--- config.mk ---
export PLATFORM = sky130hd
export DESIGN_NAME = frac_baud_gen
export DESIGN_NICKNAME = d
export VERILOG_FILES = /design/src/rtl/baud_pkg.sv /design/src/rtl/baud_cfg_hold.sv /design/src/rtl/baud_div_core.sv /design/src/rtl/baud_rate_check.sv /design/src/rtl/frac_baud_gen.sv
export SDC_FILE = /design/constraint.sdc
export NUM_CORES = 2
export LEC_CHECK = 0
export ABC_AREA = 1
export BUFFER_PORTS_ARGS = -buffer_cell sky130_fd_sc_hd__clkbuf_2
export CELL_PAD_IN_SITES_DETAIL_PLACEMENT = 0
export CELL_PAD_IN_SITES_GLOBAL_PLACEMENT = 1
export CORE_MARGIN = 5
export CORE_UTILIZATION = 47
export CTS_CLUSTER_DIAMETER = 60
export DETAILED_ROUTE_END_ITERATION = 8
export GPL_TIMING_DRIVEN = 0
export PLACE_DENSITY = 0.85
export SLEW_MARGIN = 30
export SYNTH_ARGS = -nofsm -noshare
export SYNTH_HDL_FRONTEND = slang
export SYNTH_SLANG_ARGS = --single-unit
--- constraint.sdc ---
create_clock -name clk -period 12.3 [get_ports clk]
set_input_delay 3.69 -clock clk [delete_from_list [all_inputs] [get_ports clk]]
set_output_delay 3.69 -clock clk [all_outputs]
set_load 0.05 [all_outputs]
--- src/rtl/baud_pkg.sv ---
package baud_pkg;

  localparam int unsigned DEF_INT_W    = 14;
  localparam int unsigned DEF_FRAC_W   = 4;
  localparam int unsigned DEF_REF_HZ   = 120_000_000;
  localparam int unsigned DEF_MAX_BAUD = 12_000_000;
  localparam int unsigned DEF_MIN_BAUD = 183;

  localparam int unsigned OS_WIDE   = 16;
  localparam int unsigned OS_NARROW = 10;

  localparam int unsigned MBAUD_UNIT = 1_000_000;
  localparam int unsigned BAD_CNT    = 4;
  localparam int unsigned BAD_MBAUD [BAD_CNT] = '{7, 9, 10, 11};

  typedef enum logic {
    OS_16X = 1'b0,
    OS_10X = 1'b1
  } os_sel_e;

endpackage

--- src/rtl/baud_cfg_hold.sv ---
module baud_cfg_hold #(
  parameter int unsigned INT_W  = baud_pkg::DEF_INT_W,
  parameter int unsigned FRAC_W = baud_pkg::DEF_FRAC_W
) (
  input  logic              clk,
  input  logic              rst_n,
  input  logic              load,
  input  logic [INT_W-1:0]  in_int,
  input  logic [FRAC_W-1:0] in_frac,
  input  logic              in_x10,
  input  logic              tick,
  output logic              run,
  output logic              xfer,
  output logic [INT_W-1:0]  pend_int,
  output logic [FRAC_W-1:0] pend_frac,
  output logic              pend_x10,
  output logic [INT_W-1:0]  act_int,
  output logic [FRAC_W-1:0] act_frac
);

  logic              pend_q, pend_d;
  logic              run_q, run_d;
  logic [INT_W-1:0]  pint_q;
  logic [FRAC_W-1:0] pfrac_q;
  logic              px10_q;
  logic [INT_W-1:0]  aint_q;
  logic [FRAC_W-1:0] afrac_q;
  logic              xfer_w;

  // A held setting moves over at a period boundary, or at once when idle.
  always_comb begin
    xfer_w = pend_q && (tick || !run_q);
    pend_d = load ? 1'b1 : (xfer_w ? 1'b0 : pend_q);
    run_d  = run_q | xfer_w;
  end

  always_ff @(posedge clk or negedge rst_n) begin
    if (!rst_n) begin
      pend_q <= 1'b0;
      run_q  <= 1'b0;
    end else begin
      pend_q <= pend_d;
      run_q  <= run_d;
    end
  end

  always_ff @(posedge clk or negedge rst_n) begin
    if (!rst_n) begin
      pint_q  <= '0;
      pfrac_q <= '0;
      px10_q  <= 1'b0;
    end else if (load) begin
      pint_q  <= in_int;
      pfrac_q <= in_frac;
      px10_q  <= in_x10;
    end
  end

  always_ff @(posedge clk or negedge rst_n) begin
    if (!rst_n) begin
      aint_q  <= '0;
      afrac_q <= '0;
    end else if (xfer_w) begin
      aint_q  <= pint_q;
      afrac_q <= pfrac_q;
    end
  end

  assign run       = run_q;
  assign xfer      = xfer_w;
  assign pend_int  = pint_q;
  assign pend_frac = pfrac_q;
  assign pend_x10  = px10_q;
  assign act_int   = aint_q;
  assign act_frac  = afrac_q;

endmodule

--- src/rtl/baud_div_core.sv ---
module baud_div_core #(
  parameter int unsigned INT_W  = baud_pkg::DEF_INT_W,
  parameter int unsigned FRAC_W = baud_pkg::DEF_FRAC_W
) (
  input  logic              clk,
  input  logic              rst_n,
  input  logic              run,
  input  logic              xfer,
  input  logic [INT_W-1:0]  pend_int,
  input  logic [FRAC_W-1:0] pend_frac,
  input  logic [INT_W-1:0]  act_int,
  input  logic [FRAC_W-1:0] act_frac,
  output logic              tick,
  output logic [INT_W-1:0]  cnt_o,
  output logic [FRAC_W-1:0] acc_o
);

  logic [INT_W-1:0]  cnt_q, cnt_d;
  logic [FRAC_W-1:0] acc_q, acc_d;
  logic              cnt_en;
  logic              tick_w;

  logic [INT_W-1:0]  src_int;
  logic [FRAC_W-1:0] src_frac;
  logic [FRAC_W-1:0] acc_base;
  logic [INT_W-1:0]  n_eff;
  logic [FRAC_W-1:0] acc_sum;
  logic              carry;
  logic [INT_W-1:0]  reload;

  assign tick_w = run && (cnt_q == '0);

  // Length of the next period; a new setting restarts the phase at zero.
  always_comb begin
    src_int            = xfer ? pend_int : act_int;
    src_frac           = xfer ? pend_frac : act_frac;
    acc_base           = xfer ? '0 : acc_q;
    n_eff              = (src_int == '0) ? INT_W'(1) : src_int;
    {carry, acc_sum}   = {1'b0, acc_base} + {1'b0, src_frac};
    reload             = n_eff - INT_W'(1) + INT_W'(carry);
  end

  always_comb begin
    cnt_d  = cnt_q;
    acc_d  = acc_q;
    cnt_en = run || xfer;
    if (xfer && !run) begin
      cnt_d = '0;
      acc_d = '0;
    end else if (tick_w) begin
      cnt_d = reload;
      acc_d = acc_sum;
    end else if (run) begin
      cnt_d = cnt_q - INT_W'(1);
    end
  end

  always_ff @(posedge clk or negedge rst_n) begin
    if (!rst_n) begin
      cnt_q <= '0;
      acc_q <= '0;
    end else if (cnt_en) begin
      cnt_q <= cnt_d;
      acc_q <= acc_d;
    end
  end

  assign tick  = tick_w;
  assign cnt_o = cnt_q;
  assign acc_o = acc_q;

endmodule

--- src/rtl/baud_rate_check.sv ---
module baud_rate_check #(
  parameter int unsigned INT_W    = baud_pkg::DEF_INT_W,
  parameter int unsigned FRAC_W   = baud_pkg::DEF_FRAC_W,
  parameter int unsigned REF_HZ   = baud_pkg::DEF_REF_HZ,
  parameter int unsigned MAX_BAUD = baud_pkg::DEF_MAX_BAUD,
  parameter int unsigned MIN_BAUD = baud_pkg::DEF_MIN_BAUD
) (
  input  logic [INT_W-1:0]  cand_int,
  input  logic [FRAC_W-1:0] cand_frac,
  input  logic              cand_x10,
  output logic              bad
);
  import baud_pkg::*;

  // rate = NUM / prod, prod = oversampling * divisor in sixteenths
  localparam logic [63:0] NUM  = 64'(REF_HZ) << FRAC_W;
  localparam logic [63:0] NUM2 = NUM << 1;

  os_sel_e          sel;
  logic [INT_W-1:0] n_eff;
  logic [63:0]      d_sub;
  logic [63:0]      prod;
  logic             too_fast;
  logic             too_slow;
  logic [BAD_CNT-1:0] hit;

  assign sel      = os_sel_e'(cand_x10);
  assign n_eff    = (cand_int == '0) ? INT_W'(1) : cand_int;
  assign d_sub    = 64'({n_eff, cand_frac});
  assign prod     = (sel == OS_10X) ? d_sub * 64'(OS_NARROW) : d_sub * 64'(OS_WIDE);
  assign too_fast = NUM > 64'(MAX_BAUD) * prod;
  assign too_slow = NUM < 64'(MIN_BAUD) * prod;

  // Rounded-to-megabaud bands: [M - 0.5, M + 0.5) Mbaud
  for (genvar g = 0; g < BAD_CNT; g++) begin : g_band
    localparam logic [63:0] LO2 = 64'(2 * BAD_MBAUD[g] - 1) * 64'(MBAUD_UNIT);
    localparam logic [63:0] HI2 = 64'(2 * BAD_MBAUD[g] + 1) * 64'(MBAUD_UNIT);
    assign hit[g] = (NUM2 >= LO2 * prod) && (NUM2 < HI2 * prod);
  end

  assign bad = too_fast | too_slow | (|hit);

endmodule

--- src/rtl/frac_baud_gen.sv ---
module frac_baud_gen #(
  parameter int unsigned INT_W    = baud_pkg::DEF_INT_W,
  parameter int unsigned FRAC_W   = baud_pkg::DEF_FRAC_W,
  parameter int unsigned REF_HZ   = baud_pkg::DEF_REF_HZ,
  parameter int unsigned MAX_BAUD = baud_pkg::DEF_MAX_BAUD,
  parameter int unsigned MIN_BAUD = baud_pkg::DEF_MIN_BAUD
) (
  input  logic              clk,
  input  logic              rst_n,
  input  logic [INT_W-1:0]  div_int,
  input  logic [FRAC_W-1:0] div_frac,
  input  logic              os_x10,
  input  logic              load,
  output logic              tick,
  output logic              cfg_err
);

  logic              run_w;
  logic              xfer_w;
  logic [INT_W-1:0]  pend_int_w;
  logic [FRAC_W-1:0] pend_frac_w;
  logic              pend_x10_w;
  logic [INT_W-1:0]  act_int_w;
  logic [FRAC_W-1:0] act_frac_w;
  logic [INT_W-1:0]  cnt_w;
  logic [FRAC_W-1:0] acc_w;
  logic              tick_w;
  logic              bad_w;
  logic              err_q, err_d;

  baud_cfg_hold #(.INT_W(INT_W), .FRAC_W(FRAC_W)) u_hold (
    .clk       (clk),
    .rst_n     (rst_n),
    .load      (load),
    .in_int    (div_int),
    .in_frac   (div_frac),
    .in_x10    (os_x10),
    .tick      (tick_w),
    .run       (run_w),
    .xfer      (xfer_w),
    .pend_int  (pend_int_w),
    .pend_frac (pend_frac_w),
    .pend_x10  (pend_x10_w),
    .act_int   (act_int_w),
    .act_frac  (act_frac_w)
  );

  baud_div_core #(.INT_W(INT_W), .FRAC_W(FRAC_W)) u_core (
    .clk       (clk),
    .rst_n     (rst_n),
    .run       (run_w),
    .xfer      (xfer_w),
    .pend_int  (pend_int_w),
    .pend_frac (pend_frac_w),
    .act_int   (act_int_w),
    .act_frac  (act_frac_w),
    .tick      (tick_w),
    .cnt_o     (cnt_w),
    .acc_o     (acc_w)
  );

  baud_rate_check #(
    .INT_W(INT_W), .FRAC_W(FRAC_W), .REF_HZ(REF_HZ),
    .MAX_BAUD(MAX_BAUD), .MIN_BAUD(MIN_BAUD)
  ) u_rate (
    .cand_int  (pend_int_w),
    .cand_frac (pend_frac_w),
    .cand_x10  (pend_x10_w),
    .bad       (bad_w)
  );

  // Error verdict follows the setting that is taking over the timing.
  always_comb begin
    err_d = xfer_w ? bad_w : err_q;
  end

  always_ff @(posedge clk or negedge rst_n) begin
    if (!rst_n) err_q <= 1'b0;
    else        err_q <= err_d;
  end

  assign tick    = tick_w;
  assign cfg_err = err_q;

endmodule

==> out/qor.yml <==
status:
  run_status: "finished clean"
routing:
  avgRoutedWirePerCell_um: 25.8
  drt-total-wl_um: 245000
  drt_pre_antenna_iters: 6
  drc: 0
  ant_nets: 0
  via_per_inst: 5.41
  route.vias.total: 51200
  drt_first_iter_violations: 4585
sta:
  finalSetupViolCount: 0
  clock-skew-final_ps: 9.20
  final_worst_path_period_need_ps: 11890
  worst_relative_slew_slack_pct: 28.6
  fmax_ghz: 0.0841
  final_number_of_hold_violating_endpoints: 0
  timing.final.crit_share_pct: 96.7
  tightestPinTransition_ps: 1060
  fin_setup_tns_ps: 0
  number_of_pins_with_negative_max_slew_slack_in_the_final_report: 0
  grt_setup_unrepaired: "no"
  final_worst_setup_slack_ps: 411
cells_and_area:
  fillerInstances: 12400
  final_cell_mix: "sky130_fd_sc_hd__inv_1 (2107), sky130_fd_sc_hd__nand2_1 (1694), sky130_fd_sc_hd__ha_1 (943), sky130_fd_sc_hd__fa_1 (908), sky130_fd_sc_hd__nor2_1 (594)"
  finalNetCount: 9731
  finish.instance_area_um2: 59800
  instances_no_fill: 9474
  most_common_cell_after_layout_fill_and_taps_aside: "sky130_fd_sc_hd__inv_1"
  flow.area_growth_from_synthesis_pct: 5.58
  footprint_of_the_multi_input_gates_um2: 47300
  ff_latch_area_um2: 1450
  drive_gt1_share_pct: 1.98
setup_path:
  critPathMaxStageDelay_ps: 690
  critical_path.max_fanout: 18
  end_kind: "flop"
  worstSetupStartpointType: "flop"
  cp_slowest_cell: "sky130_fd_sc_hd__ha_1"
  timing.setup.critical_path_class: "flop to flop"
  crit_arrival_ps: 12100
  worstPathRequired_ps: 12510
placement:
  dp_worst_slack_ps: -351
  final_weighted_congestion_of_routability_driven_global_placement: 1.13
  detailedPlacementHpwl_um: 219000
  placed_area_um2: 59400
  port_buffers: 22
  post-place-cells: 9448
synth:
  sequential_area_share_after_synthesis_pct: 2.56
  synthMuxAreaShare_pct: 0
  synth-simple-area-share_pct: 21.0
  post_synth_inst_count: 7793
  synth_compound_gate_area_share_pct: 6.59
  ys_async_sr_fraction_pct: 100
  synth_top_family_by_area: "adder cells"
  syn_avg_cell_area_um2: 7.27
  synth_area_leaders: "sky130_fd_sc_hd__fa_1 (32%), sky130_fd_sc_hd__ha_1 (21%), sky130_fd_sc_hd__inv_1 (14%), sky130_fd_sc_hd__nand2_1 (11%), sky130_fd_sc_hd__nor2_1 (3.9%)"
  ys_warn_count: 0
  synth_top_flop_cell: "sky130_fd_sc_hd__dfrtp_1"
  post-synth-top-area-cell: "sky130_fd_sc_hd__fa_1"
  synth.net_count: 9670
  synth_xor_area_share_pct: 2.52
  yosys.area_share.adder_pct: 53.0
  synth_cell_type_count: 54
  yosys.area.top_type_share_pct: 32.1
  synth.ff_latch_count: 58
  count_of_flip_flops_with_a_built_in_enable_after_synthesis: 0
  mappedNetlistArea_um2: 56700
die:
  fp.dieArea_um2: 128000
  ios: 24
  floorplan.rows: 127
  die_h_um: 357
  floorplan.core_area_um2: 120000
  initial_core_utilization_pct: 47.3
  die-width_um: 357
clock_network:
  worstSkewPairLatency_ps: 340
  post_cts_hold_buffer_count: 0
  cts.sinks: 58
  tritoncts: "done"
  worst_setup_hold_path_clk_slew_ps: 60
  clock-root-buffer: "sky130_fd_sc_hd__clkbuf_16"
  number_of_buffers_inserted_during_clock_tree_synthesis: 9
  max-clock-path-buffers: 2
  htree_levels: 3
global_routing:
  grt_start_max_net_pins: 31
  overflow: 0
  grt_use_total_pct: 38.4
  grt_pass1_vias: 51500
  wire_length_of_the_first_global_routing_pass_um: 352000
  antenna_found_initial: 10
worst_hold_path:
  worst_hold_path_type: "flop to flop"
job:
  cap_viol_max_count: 0
final timing paths:
check                                                 from                               to  slack (ps)  cells after the start
max in group asynchronous                            rst_n  u_hold.pend_int[11]$_DFFE_PN0P_        8450                      2
min                            u_core.acc_o[3]$_DFFE_PN0P_      u_core.acc_o[3]$_DFFE_PN0P_         490                      2
min reg2reg                    u_core.acc_o[3]$_DFFE_PN0P_      u_core.acc_o[3]$_DFFE_PN0P_         490                      2
max reg2reg                u_hold.pend_int[10]$_DFFE_PN0P_              cfg_err$_DFFE_PN0P_         410                     44
min in group asynchronous                            rst_n              cfg_err$_DFFE_PN0P_        3320                      1
max                        u_hold.pend_int[10]$_DFFE_PN0P_              cfg_err$_DFFE_PN0P_         410                     44
repair_timing:
item,CTS,global route
setup buffers,3,4
setup endpoints to repair,1,1
gates resized for setup,4,6
per-layer routing:
layer,global-route usage (%),share of wire [%],up-vias
met5,0,0.014,-
met4,27.1,9.3,6
met1,47.2,39,24600
met3,8.86,8.7,593
met2,59.6,43,2178
li1,-,-,23900
logic make-up after synthesis:
kind of cell    after synthesis
simple gates               2884
buf+inv                    2155
fa+ha+maj                  1855
compound gates              678
xor+xnor                    163
flops                        58
per-stage QoR:
step	hold slack [ps]	util [%]
CTS	497	49.9
floorplan	453	-
finish	493	49.9
global placement	466	49.1
global route	522	49.9
detailed placement	484	49.6
flip-flops by register name, summed over array words and instances, names as in the netlist:
register	flops
u_hold.run	1
u_hold.act_int	14
u_hold.pend_frac	4
u_hold.pend_q	1
u_core.acc_o	4
u_hold.act_frac	4
cfg_err	1
u_hold.pend_x10	1
u_core.cnt_o	14
u_hold.pend_int	14
area by class of cell:
cell class	count	area share, %
plain buffers	29	0.222
diodes	3	0.0125
well taps	1612	3.37
flip-flops and latches	58	2.43
repair buffers	50	1.10
clock inverters	7	0.115
multi-input cells	5580	79.0
inverters	2126	13.4
clock buffers	9	0.376
synthesized netlist by cell type, types with 5 or more instances:
cell and count:
sky130_fd_sc_hd__a21o_1 28, sky130_fd_sc_hd__a21oi_1 332, sky130_fd_sc_hd__a31oi_1 14, sky130_fd_sc_hd__and2_1 10, sky130_fd_sc_hd__and3_1 5, sky130_fd_sc_hd__buf_2 6, sky130_fd_sc_hd__clkbuf_1 22, sky130_fd_sc_hd__dfrtp_1 58
sky130_fd_sc_hd__fa_1 908, sky130_fd_sc_hd__ha_1 947, sky130_fd_sc_hd__inv_1 2117, sky130_fd_sc_hd__inv_2 7, sky130_fd_sc_hd__nand2_1 1699, sky130_fd_sc_hd__nand3_1 340, sky130_fd_sc_hd__nand3b_1 34, sky130_fd_sc_hd__nand4_1 102
sky130_fd_sc_hd__nor2_1 595, sky130_fd_sc_hd__nor3_1 48, sky130_fd_sc_hd__nor4_1 15, sky130_fd_sc_hd__o211ai_1 8, sky130_fd_sc_hd__o21a_1 7, sky130_fd_sc_hd__o21ai_0 210, sky130_fd_sc_hd__o21ai_1 5, sky130_fd_sc_hd__o21ai_2 7
sky130_fd_sc_hd__o21bai_1 39, sky130_fd_sc_hd__or2_2 13, sky130_fd_sc_hd__xnor2_1 60, sky130_fd_sc_hd__xor2_1 103
worst max-delay path: cells and delay by family (launching register included):
kind	cells	cell delay (ps)
fa+ha+maj	9	4100
simple gates	17	2740
compound gates	9	2740
buf+inv	8	1520
flops	1	420
xor+xnor	1	180
Power is not shown: default switching activity piles up to over one toggle a cycle in this logic, so the estimate is an artifact.
